File: src/rtl/i2c_ss_pkg.sv
// Shared types and constants for the I2C target with clock hold.
// Assumes byte-wide transfers; the 10-bit header prefix is fixed by the bus.
package i2c_ss_pkg;
    localparam int BYTE_W = 8;
    localparam logic [4:0] TEN_HDR = 5'b11110;

    typedef enum logic [2:0] {
        PH_IDLE,
        PH_ADR1,
        PH_ADR2,
        PH_RX,
        PH_TX
    } phase_t;
endpackage

File: src/rtl/i2c_ss_line_sync.sv
// Synchronizes SCL and SDA through STAGES flops, then derives SCL edges
// and START/STOP conditions from the synchronized levels.
// Assumes STAGES >= 2; both lines idle high after reset.
module i2c_ss_line_sync #(
    parameter int STAGES = 2
) (
    input  logic clk,
    input  logic rst_n,
    input  logic scl_i,
    input  logic sda_i,
    output logic sda_s,
    output logic scl_rise,
    output logic scl_fall,
    output logic start_det,
    output logic stop_det
);
    localparam int NLINES = 2;

    logic [NLINES-1:0] raw;
    logic [NLINES-1:0] lvl;
    logic              scl_s;
    logic              scl_p;
    logic              sda_p;

    assign raw = {scl_i, sda_i};

    generate
        for (genvar g = 0; g < NLINES; g++) begin : g_line
            logic [STAGES-1:0] chain;
            // Shift the raw line level through the synchronizer chain.
            always_ff @(posedge clk) begin
                if (!rst_n) chain <= '1;
                else        chain <= {chain[STAGES-2:0], raw[g]};
            end
            assign lvl[g] = chain[STAGES-1];
        end
    endgenerate

    assign scl_s = lvl[1];
    assign sda_s = lvl[0];

    // Keep the previous synchronized levels for edge detection.
    always_ff @(posedge clk) begin
        if (!rst_n) begin
            scl_p <= 1'b1;
            sda_p <= 1'b1;
        end else begin
            scl_p <= scl_s;
            sda_p <= sda_s;
        end
    end

    assign scl_rise  = scl_s & ~scl_p;
    assign scl_fall  = ~scl_s & scl_p;
    assign start_det = scl_s & scl_p & sda_p & ~sda_s;
    assign stop_det  = scl_s & scl_p & ~sda_p & sda_s;
endmodule

File: src/rtl/i2c_ss_shifter.sv
// Receive shift register with a frame bit counter. Counts SCL rising edges
// from 0 to W+1 (W data bits plus the ACK slot) and shifts SDA in MSB first
// on the first W of them. Assumes clr and rise are never high together.
module i2c_ss_shifter #(
    parameter int W = 8
) (
    input  logic                      clk,
    input  logic                      rst_n,
    input  logic                      clr,
    input  logic                      rise,
    input  logic                      din,
    output logic [W-1:0]              q,
    output logic [$clog2(W+2)-1:0]    cnt
);
    localparam int CW = $clog2(W + 2);

    // Shift data bits and count clock rises within one byte frame.
    always_ff @(posedge clk) begin
        if (!rst_n) begin
            q   <= '0;
            cnt <= '0;
        end else if (clr) begin
            cnt <= '0;
        end else if (rise) begin
            if (cnt < CW'(W))  q   <= {q[W-2:0], din};
            if (cnt <= CW'(W)) cnt <= cnt + 1'b1;
        end
    end
endmodule

File: src/rtl/i2c_ss_addr_cmp.sv
// Address comparators for a received byte against the own-address register:
// 7-bit match, 10-bit header match and 10-bit low-byte match.
// Assumes the host keeps the header pattern in own[7:3] during 10-bit use.
module i2c_ss_addr_cmp
    import i2c_ss_pkg::*;
(
    input  logic [BYTE_W-1:0] rx_byte,
    input  logic [BYTE_W-1:0] own,
    output logic              hit7,
    output logic              hit_hdr,
    output logic              hit_lo
);
    // Compare the received byte with the register in all three formats.
    always_comb begin
        hit7    = (rx_byte[7:1] == own[6:0]);
        hit_hdr = (rx_byte[7:3] == TEN_HDR) && (rx_byte[2:1] == own[2:1]);
        hit_lo  = (rx_byte == own);
    end
endmodule

File: src/rtl/i2c_stretch_slave.sv
// I2C target with 7/10-bit addressing and automatic clock hold.
// Holds SCL low after a read address or controller ACK until the host sets
// the release bit, and after each 10-bit write address byte until the host
// rewrites the own-address register. Assumes open-drain lines resolved
// outside, with 1 on an *_oe output meaning "pull low".
module i2c_stretch_slave
    import i2c_ss_pkg::*;
#(
    parameter int SYNC_STAGES = 2
) (
    input  logic              clk,
    input  logic              rst_n,
    input  logic              scl_i,
    input  logic              sda_i,
    output logic              scl_oe,
    output logic              sda_oe,
    input  logic              ten_bit_en,
    input  logic              buf_wr,
    input  logic [BYTE_W-1:0] buf_wdata,
    output logic [BYTE_W-1:0] buf_rdata,
    input  logic              adr_wr,
    input  logic [BYTE_W-1:0] adr_wdata,
    input  logic              rel_set,
    output logic              rel_q,
    output logic              ua_q,
    input  logic              irq_clr,
    output logic              irq_q,
    output logic              rw_q
);
    localparam int CNT_W = $clog2(BYTE_W + 2);
    localparam logic [CNT_W-1:0] CNT_BYTE = CNT_W'(BYTE_W);
    localparam logic [CNT_W-1:0] CNT_ACK  = CNT_W'(BYTE_W + 1);

    logic              sda_s, scl_rise, scl_fall, start_det, stop_det;
    logic [BYTE_W-1:0] rx_byte;
    logic [CNT_W-1:0]  cnt;
    logic              hit7, hit_hdr, hit_lo;
    logic              byte_fall, frame_end, ack_rise;

    phase_t            phase_q;
    logic [BYTE_W-1:0] buf_q, own_q;
    logic              ckp_q, ua_r, irq_r, rw_r;
    logic              hold_q, ack_drv_q, ten_sel_q, mnack_q;
    logic [CNT_W-1:0]  tx_idx_q;
    logic [BYTE_W-1:0] tx_sh;
    logic              tx_drv;

    i2c_ss_line_sync #(.STAGES(SYNC_STAGES)) u_sync (
        .clk       (clk),
        .rst_n     (rst_n),
        .scl_i     (scl_i),
        .sda_i     (sda_i),
        .sda_s     (sda_s),
        .scl_rise  (scl_rise),
        .scl_fall  (scl_fall),
        .start_det (start_det),
        .stop_det  (stop_det)
    );

    assign byte_fall = scl_fall && (cnt == CNT_BYTE);
    assign frame_end = scl_fall && (cnt == CNT_ACK);
    assign ack_rise  = scl_rise && (cnt == CNT_BYTE);

    i2c_ss_shifter #(.W(BYTE_W)) u_shift (
        .clk   (clk),
        .rst_n (rst_n),
        .clr   (start_det | frame_end),
        .rise  (scl_rise),
        .din   (sda_s),
        .q     (rx_byte),
        .cnt   (cnt)
    );

    i2c_ss_addr_cmp u_cmp (
        .rx_byte (rx_byte),
        .own     (own_q),
        .hit7    (hit7),
        .hit_hdr (hit_hdr),
        .hit_lo  (hit_lo)
    );

    // Host accesses first; bus events later so hardware wins on a collision.
    always_ff @(posedge clk) begin
        if (!rst_n) begin
            phase_q   <= PH_IDLE;
            buf_q     <= '0;
            own_q     <= '0;
            ckp_q     <= 1'b1;
            ua_r      <= 1'b0;
            irq_r     <= 1'b0;
            rw_r      <= 1'b0;
            hold_q    <= 1'b0;
            ack_drv_q <= 1'b0;
            ten_sel_q <= 1'b0;
            mnack_q   <= 1'b1;
            tx_idx_q  <= CNT_BYTE;
        end else begin
            if (buf_wr)  buf_q <= buf_wdata;
            if (adr_wr) begin
                own_q <= adr_wdata;
                ua_r  <= 1'b0;
            end
            if (rel_set) ckp_q <= 1'b1;
            if (irq_clr) irq_r <= 1'b0;
            if (hold_q && (ckp_q || rel_set) && (!ua_r || adr_wr))
                hold_q <= 1'b0;

            if (stop_det) begin
                phase_q   <= PH_IDLE;
                ten_sel_q <= 1'b0;
                ack_drv_q <= 1'b0;
                tx_idx_q  <= CNT_BYTE;
            end else if (start_det) begin
                phase_q   <= PH_ADR1;
                ack_drv_q <= 1'b0;
                tx_idx_q  <= CNT_BYTE;
            end else if (phase_q != PH_IDLE) begin
                if (ack_rise && phase_q == PH_TX)
                    mnack_q <= sda_s;
                if (scl_fall && phase_q == PH_TX && cnt != '0 && cnt <= CNT_BYTE)
                    tx_idx_q <= cnt;

                if (byte_fall) begin
                    unique case (phase_q)
                        PH_ADR1: begin
                            if (!ten_bit_en) begin
                                if (hit7) begin
                                    ack_drv_q <= 1'b1;
                                    irq_r     <= 1'b1;
                                    rw_r      <= rx_byte[0];
                                    phase_q   <= rx_byte[0] ? PH_TX : PH_RX;
                                end else begin
                                    phase_q <= PH_IDLE;
                                end
                            end else if (hit_hdr && !rx_byte[0]) begin
                                ack_drv_q <= 1'b1;
                                irq_r     <= 1'b1;
                                ua_r      <= 1'b1;
                                rw_r      <= 1'b0;
                                ten_sel_q <= 1'b0;
                                phase_q   <= PH_ADR2;
                            end else if (hit_hdr && rx_byte[0] && ten_sel_q) begin
                                ack_drv_q <= 1'b1;
                                irq_r     <= 1'b1;
                                rw_r      <= 1'b1;
                                phase_q   <= PH_TX;
                            end else begin
                                phase_q <= PH_IDLE;
                            end
                        end
                        PH_ADR2: begin
                            if (hit_lo) begin
                                ack_drv_q <= 1'b1;
                                irq_r     <= 1'b1;
                                ua_r      <= 1'b1;
                                ten_sel_q <= 1'b1;
                                phase_q   <= PH_RX;
                            end else begin
                                phase_q <= PH_IDLE;
                            end
                        end
                        PH_RX: begin
                            ack_drv_q <= 1'b1;
                            irq_r     <= 1'b1;
                            buf_q     <= rx_byte;
                        end
                        PH_TX: begin
                            irq_r <= 1'b1;
                        end
                        default: phase_q <= PH_IDLE;
                    endcase
                end

                if (frame_end) begin
                    ack_drv_q <= 1'b0;
                    if (phase_q == PH_TX) begin
                        if (mnack_q) begin
                            phase_q  <= PH_IDLE;
                            tx_idx_q <= CNT_BYTE;
                        end else begin
                            tx_idx_q <= '0;
                            ckp_q    <= 1'b0;
                            hold_q   <= 1'b1;
                        end
                    end else if (ua_r && !adr_wr) begin
                        hold_q <= 1'b1;
                    end
                end
            end
        end
    end

    // Current transmit bit, taken from the buffer at the latched bit index.
    always_comb begin
        tx_sh  = buf_q << tx_idx_q;
        tx_drv = (phase_q == PH_TX) && (tx_idx_q < CNT_BYTE) && !tx_sh[BYTE_W-1];
    end

    assign sda_oe    = ack_drv_q | tx_drv;
    assign scl_oe    = hold_q;
    assign buf_rdata = buf_q;
    assign rel_q     = ckp_q;
    assign ua_q      = ua_r;
    assign irq_q     = irq_r;
    assign rw_q      = rw_r;
endmodule

File: config.mk
export PLATFORM = sky130hd
export DESIGN_NAME = i2c_stretch_slave
export DESIGN_NICKNAME = d
export VERILOG_FILES = /design/src/rtl/i2c_ss_pkg.sv /design/src/rtl/i2c_ss_line_sync.sv /design/src/rtl/i2c_ss_shifter.sv /design/src/rtl/i2c_ss_addr_cmp.sv /design/src/rtl/i2c_stretch_slave.sv
export SDC_FILE = /design/constraint.sdc
export NUM_CORES = 1
export LEC_CHECK = 0
export BUFFER_PORTS_ARGS = -buffer_cell sky130_fd_sc_hd__buf_4
export CORE_ASPECT_RATIO = 0.5
export CORE_MARGIN = 5
export CORE_UTILIZATION = 51
export CTS_BUF_LIST = sky130_fd_sc_hd__clkbuf_16
export CTS_CLUSTER_SIZE = 14
export DETAILED_ROUTE_END_ITERATION = 12
export PLACE_DENSITY = 0.72
export SLEW_MARGIN = 30
export SYNTH_ARGS = -nofsm -noshare
export SYNTH_HDL_FRONTEND = slang
export SYNTH_HIERARCHICAL = 1
export SYNTH_SLANG_ARGS = --single-unit
File: constraint.sdc
create_clock -name clk -period 1.8 [get_ports clk]
set_input_delay 0.36 -clock clk [delete_from_list [all_inputs] [get_ports clk]]
set_output_delay 0.36 -clock clk [all_outputs]
set_load 0.05 [all_outputs]
---- Yosys cells after proc, flatten, opt, wreduce, memory -nomap -nowiden ----
Index checks and enable logic that the tools add are counted.
Widths: inputs -> output; s select.
cells by class
  add/sub/neg operators ................... 1
  $lt $le $gt $ge ......................... 3
  equal/unequal tests ..................... 17
  shifts and indexed selects .............. 1
  muxes and demuxes ....................... 72
  bitwise logic cells ..................... 17
  reductions and logical operators ........ 39
operator list
  operator             number
  $mux 8               6
  $mux 1               47
  $mux 3               9
  $logic_and 1x1->1    16
  $mux 4               4
  $reduce_and 7->1     2
  $pmux 3 s3           1
  $eq 4x4->1 const B   2
  $eq 8x8->1           1
  $lt 4x4->1 const B   2
  $not 1->1            8
  $reduce_bool 2->1    4
  $reduce_bool 4->1    2
  $shl 8x4->8          1
  $and 1x1->1          7
  $eq 7x7->1           1
  $eq 3x2->1 const B   2
  $ne 2x2->1 const B   3
  $pmux 1 s3           2
  $reduce_and 6->1     1
  $reduce_or 2->1      3
  $eq 5x5->1 const B   1
  $ne 5x5->1 const B   1
  $add 4x1->4 const B  1
  17 further kinds     23
word-level totals
  bits in registers ....................... 49
  bits of input ports ..................... 25
  output and inout port bits .............. 14
  logic and storage cells ................. 169

---- Longest topological paths before layout ----
  word-level depth ........................ 14
  depth in mapped cells ................... 8
  gate-level depth less buffers ........... 7

---- Hierarchy ----
Netlist, hierarchy kept.
by module, submodules not included
  module             instances  cells each  area each (sq um)
  i2c_stretch_slave  1          178         1,642.8
  i2c_ss_shifter     1          50          533.0
  i2c_ss_line_sync   1          16          190.2
  i2c_ss_addr_cmp    1          22          177.7

---- Worst setup path after synthesis ----
OpenSTA, ideal clock, no wires.
  kind .................................... register to output
  start point ............................. reg buf_q[0] (netlist: buf_rdata[0])
  end point ............................... out sda_oe
  arrival ................................. 2.424 ns
  setup slack ............................. -0.984 ns
  stages on the path, launching flop included .. 4
  cells stage by stage .................... dfxtp_1 mux4_2 mux2_2 o31ai_1
between the ends
  cells in the longest elaborated chain, start to end .. 4
ends and longest elaborated chain
  what                      RTL line                  RTL
  start: declaration        i2c_stretch_slave.sv:41   logic [BYTE_W-1:0] buf_q, own_q;
  start signal: assignment  i2c_stretch_slave.sv:98   if (buf_wr) buf_q <= buf_wdata;
  start signal: assignment  i2c_stretch_slave.sv:165  buf_q <= rx_byte;
  $shl 8x4->8               i2c_stretch_slave.sv:195  tx_sh = buf_q << tx_idx_q;
  $logic_not 1->1           i2c_stretch_slave.sv:196  tx_drv = (phase_q == PH_TX) && (tx_idx_q < CNT_BYTE) && !tx_sh[BYTE_W-1];
  $logic_and 1x1->1         i2c_stretch_slave.sv:196
  $or 1x1->1                i2c_stretch_slave.sv:199  assign sda_oe = ack_drv_q | tx_drv;
  end: declaration          i2c_stretch_slave.sv:16   output logic sda_oe,
Every way passes these cells.

---- Worst setup path in the final report ----
  start point ............................. reg tx_idx_q[1]
  end point ............................... out sda_oe
between the ends
  cells in the longest elaborated chain, start to end .. 4
ends and longest elaborated chain
  what                                                  RTL line                                            RTL
  start: declaration                                    i2c_stretch_slave.sv:44                             logic [CNT_W-1:0] tx_idx_q;
  start signal: assignment                              i2c_stretch_slave.sv:121                            tx_idx_q <= cnt;
  $lt 4x4->1 or $shl 8x4->8 (tied branches)             i2c_stretch_slave.sv:196, i2c_stretch_slave.sv:195
  $logic_and 1x1->1 or $logic_not 1->1 (tied branches)  i2c_stretch_slave.sv:196
  $logic_and 1x1->1 *                                   i2c_stretch_slave.sv:196
  $or 1x1->1 *                                          i2c_stretch_slave.sv:199
Every way passes the cells marked *; elsewhere a longest branch is shown, timed or not.

==> summary.txt <==
Critical path
  – CP cell instances: mux4_2 -> mux2_4 -> o31ai_4 -> buf_6
  – Crit path kind: register to output pin
  – Crit path buffers/inverters: 1
  – Top delay family on crit path: multiplexers
  – Crit. End Element: output pin
  – WP data arrival: ~1.9 ns
  – Crit-path slowest cell: mux4_2
  – Worst setup SP type: register
  – CP Data Required Time: 1.44 ns
  – Slowest stage delay, CP: 0.52 ns
  – Worst Path Max Fanout: 2

STA
  – Clk_skew: 0.00438 ns
  – Final setup violation count: 10
  – Period minus WS final: 2.23 ns
  – Max frequency: 448 MHz
  – Rel. slew slack: 80.3%
  – WHS: approximately 0.25 ns
  – Worst-Margin Slew: between 0.2 and 0.3 ns
  – Final worst path period share: 124%
  – Setup TNS: -2.10 ns
  – Slew Viols, Final: 0
  – RSZ-0062 raised after global routing: yes
  – Final hold violation count: 0
  – Final WS setup: -0.432 ns

Final layout
  – Fin cells: 421
  – Layout cells sized above 1: 41.3%
  – Area Overhead vs Synth: 40.8%
  – Core Util, Final: 73.6%
  – Number of diodes: 0
  – Cell area after layout: 3580 um^2
  – Fillers: 354
  – Post-layout nets: 377

Route
  – Routed length per instance: 16.3 um
  – Via count of the routed design: about 2.3k
  – Post-route ant nets: 0
  – # DRC: 0
  – Routed WL: about 7000 um
  – DR pass1 iterations: 4
  – 1st-iter DRT viols: 138
  – Vias per std cell: 5.42

Min path
  – Worst min path class: input pin to register

Clocking
  – Hold_buf cts: 0
  – Htree depth: 2
  – TritonCTS Buffers: 5
  – Worst-path clk slew: 0.06 ns
  – TritonCTS clock tree: built
  – CTS Root Cell: clkbuf_16
  – Clock sinks: 49
  – Clk buf depth: 2
  – Clock Latency Late Sink: slightly below 0.3 ns

Synth
  – Distinct cells, synth: 51
  – Yosys reg bits: 49
  – Syn Nets: about 300
  – Top cell type's share of synthesized area: between 30% and 40%
  – Cell taking the most area after synthesis: dfxtp_1
  – Yosys Warn Count: 6
  – Seq/Total Area, Yosys: around 39%
  – Post-Syn Instances: 266
  – Fraction of registers with async set/reset: 0%
  – Ys flop type: dfxtp_1
  – Mean area per synthesized cell: 9.56 um^2
  – Synth Cell Area: ~2500 um^2
  – Number of synthesized flops with an enable pin: 0
  – Post-synth top cells: dfxtp_1, mux2i_1, nand2_1, nor2b_1, nand2b_1
  – Synth top area cells: dfxtp_1, mux2i_1, nor2b_1
  – Count leader, synth: dfxtp_1

Floorplanning
  – Initial Utilization: 52.3%
  – Core ar.: 4860 um^2
  – Die Y-Extent: 59.9 um
  – Top Ports: 39
  – Number of cell rows: 18
  – DIE WIDTH: 110 um
  – Total Die Area: 6590 um^2

Pwr
  – Overall power: 2.36 mW
  – Comb pwr share: between 10% and 20%
  – Peak supply drop: 0.470 mV
  – Clk pwr share: ~38%
  – Internal power: about 1.8 mW
  – Register share of total power: around 48%
  – Static Leak: 1.58 nW
  – Sw power: 581 uW
  – Sw Share: 24.6%
  – Pwr per Cell Area: 659 nW/um^2

GRT
  – Grt total ovfl: 0
  – First-pass GRT wire length: 11300 um
  – Largest net degree at the start of global routing: 27
  – Gr usage total: 22.4%
  – Initial antenna violation count: 0
  – Vias in the first global route: around 2.4k

Place
  – Post-place setup slack: -0.271 ns
  – Placed inst area: 3240 um^2
  – DP Wirelength: roughly 4700 um
  – DP Cell Count: 407
  – Final RePlAce weighted congestion: 0.797
  – PortBufs: 38

Run
  – Max_cap viols: 0

Run status
  – Violated checks: negative setup slack
  – Status: finished, violations left
path summary, 6_finish.rpt:
check / start / end / slack (ns) / depth (start not counted)
max: tx_idx_q[1] / sda_oe / -0.43 / 4
min: sda_i / u_sync/g_line[0].chain[0] / 0.25 / 2
max reg2reg: u_sync/g_line[1].chain[1] / buf_rdata[1] / -0.23 / 4
min reg2reg: u_sync/g_line[0].chain[0] / u_sync/g_line[0].chain[1] / 0.41 / 1
state kept, by name, indices dropped and copies added, names as in the netlist, 3 cells and up:
name                 count
buf_rdata                8
own_q                    8
phase_q                  3
tx_idx_q                 4
u_shift/cnt              4
u_shift/q                8
u_sync/g_line.chain      4
routing by layer:
metal | track usage (%) | up-vias | wire length [um]
met2 | 37.8 | 64 | 3330
met4 | 8.53 | 0 | 163
met1 | 28.9 | 1076 | 2880
li1 | - | 1128 | -
met3 | 3.88 | 14 | 489
met5 | 0 | - | 0
power groups by stage:
| stage | clock (mW) | sequential, mW | combinational (mW) |
|---|---|---|---|
| floorplan | 0 | 1.19 | 0.141 |
| global placement | 0 | 1.15 | 0.302 |
| detailed placement | 0 | 1.15 | 0.310 |
| CTS | 0.902 | 1.13 | 0.325 |
| global route | 0.966 | 1.13 | 0.364 |
| finish | 0.892 | 1.13 | 0.339 |
worst reg2reg max path, delay by kind of cell, from the launching register on:
kind / cells / cell delay [ns]
and+or+nand+nor: 3 / 1.30
DFF: 1 / 0.35
AOI/OAI and AO/OA: 1 / 0.26
logic make-up (layout without fill, tap and decap cells):
| logic type | Yosys count | count (layout) | synth area share (%) |
|---|---|---|---|
| flip-flops | 49 | 49 | 38.6 |
| XOR/XNOR | 15 | 15 | 5.16 |
| AND/OR/NAND/NOR | 112 | 113 | 25.9 |
| adder cells (fa/ha/maj) | 2 | 2 | 0.984 |
| multiplexers | 35 | 35 | 14.8 |
| buffers and inverters | 14 | 98 | 3.10 |
| AO/OA/AOI/OAI | 39 | 39 | 11.5 |
placed cells by master (no fill, tap or decap), drive strengths merged, types with 4 or more instances in the layout:
cell    instances
buf            87
dfxtp          49
mux2i          32
nor2b          23
nand2          23
nand2b         13
xnor2          10
o21ai           9
nor2            9
o211a           8
nor3            8
nand3           6
inv             5
nand4           5
clkbuf          5
xor2            5
a21oi           4
nor4            4
nor3b           4
final cells by class:
cell class / count / area [um^2] / area share (%)
Timing Repair Buffer: 87 / 673 / 18.8
Tap cell: 70 / 87.6 / 2.45
Multi-Input combinational cell: 204 / 1640 / 45.8
Inverter: 3 / 11.3 / 0.314
Clock buffer: 5 / 125 / 3.49
Sequential cell: 49 / 1030 / 28.8
Clock inverter: 3 / 12.5 / 0.349
timing repair:
action                                  4_1_cts  5_1_grt
buffers inserted                              4        2
pin swaps                                     3        6
gates cloned                                  1        0
endpoints found under the setup margin       21       28
resized for setup                            14       26
Power figures use the tool's default switching activity.
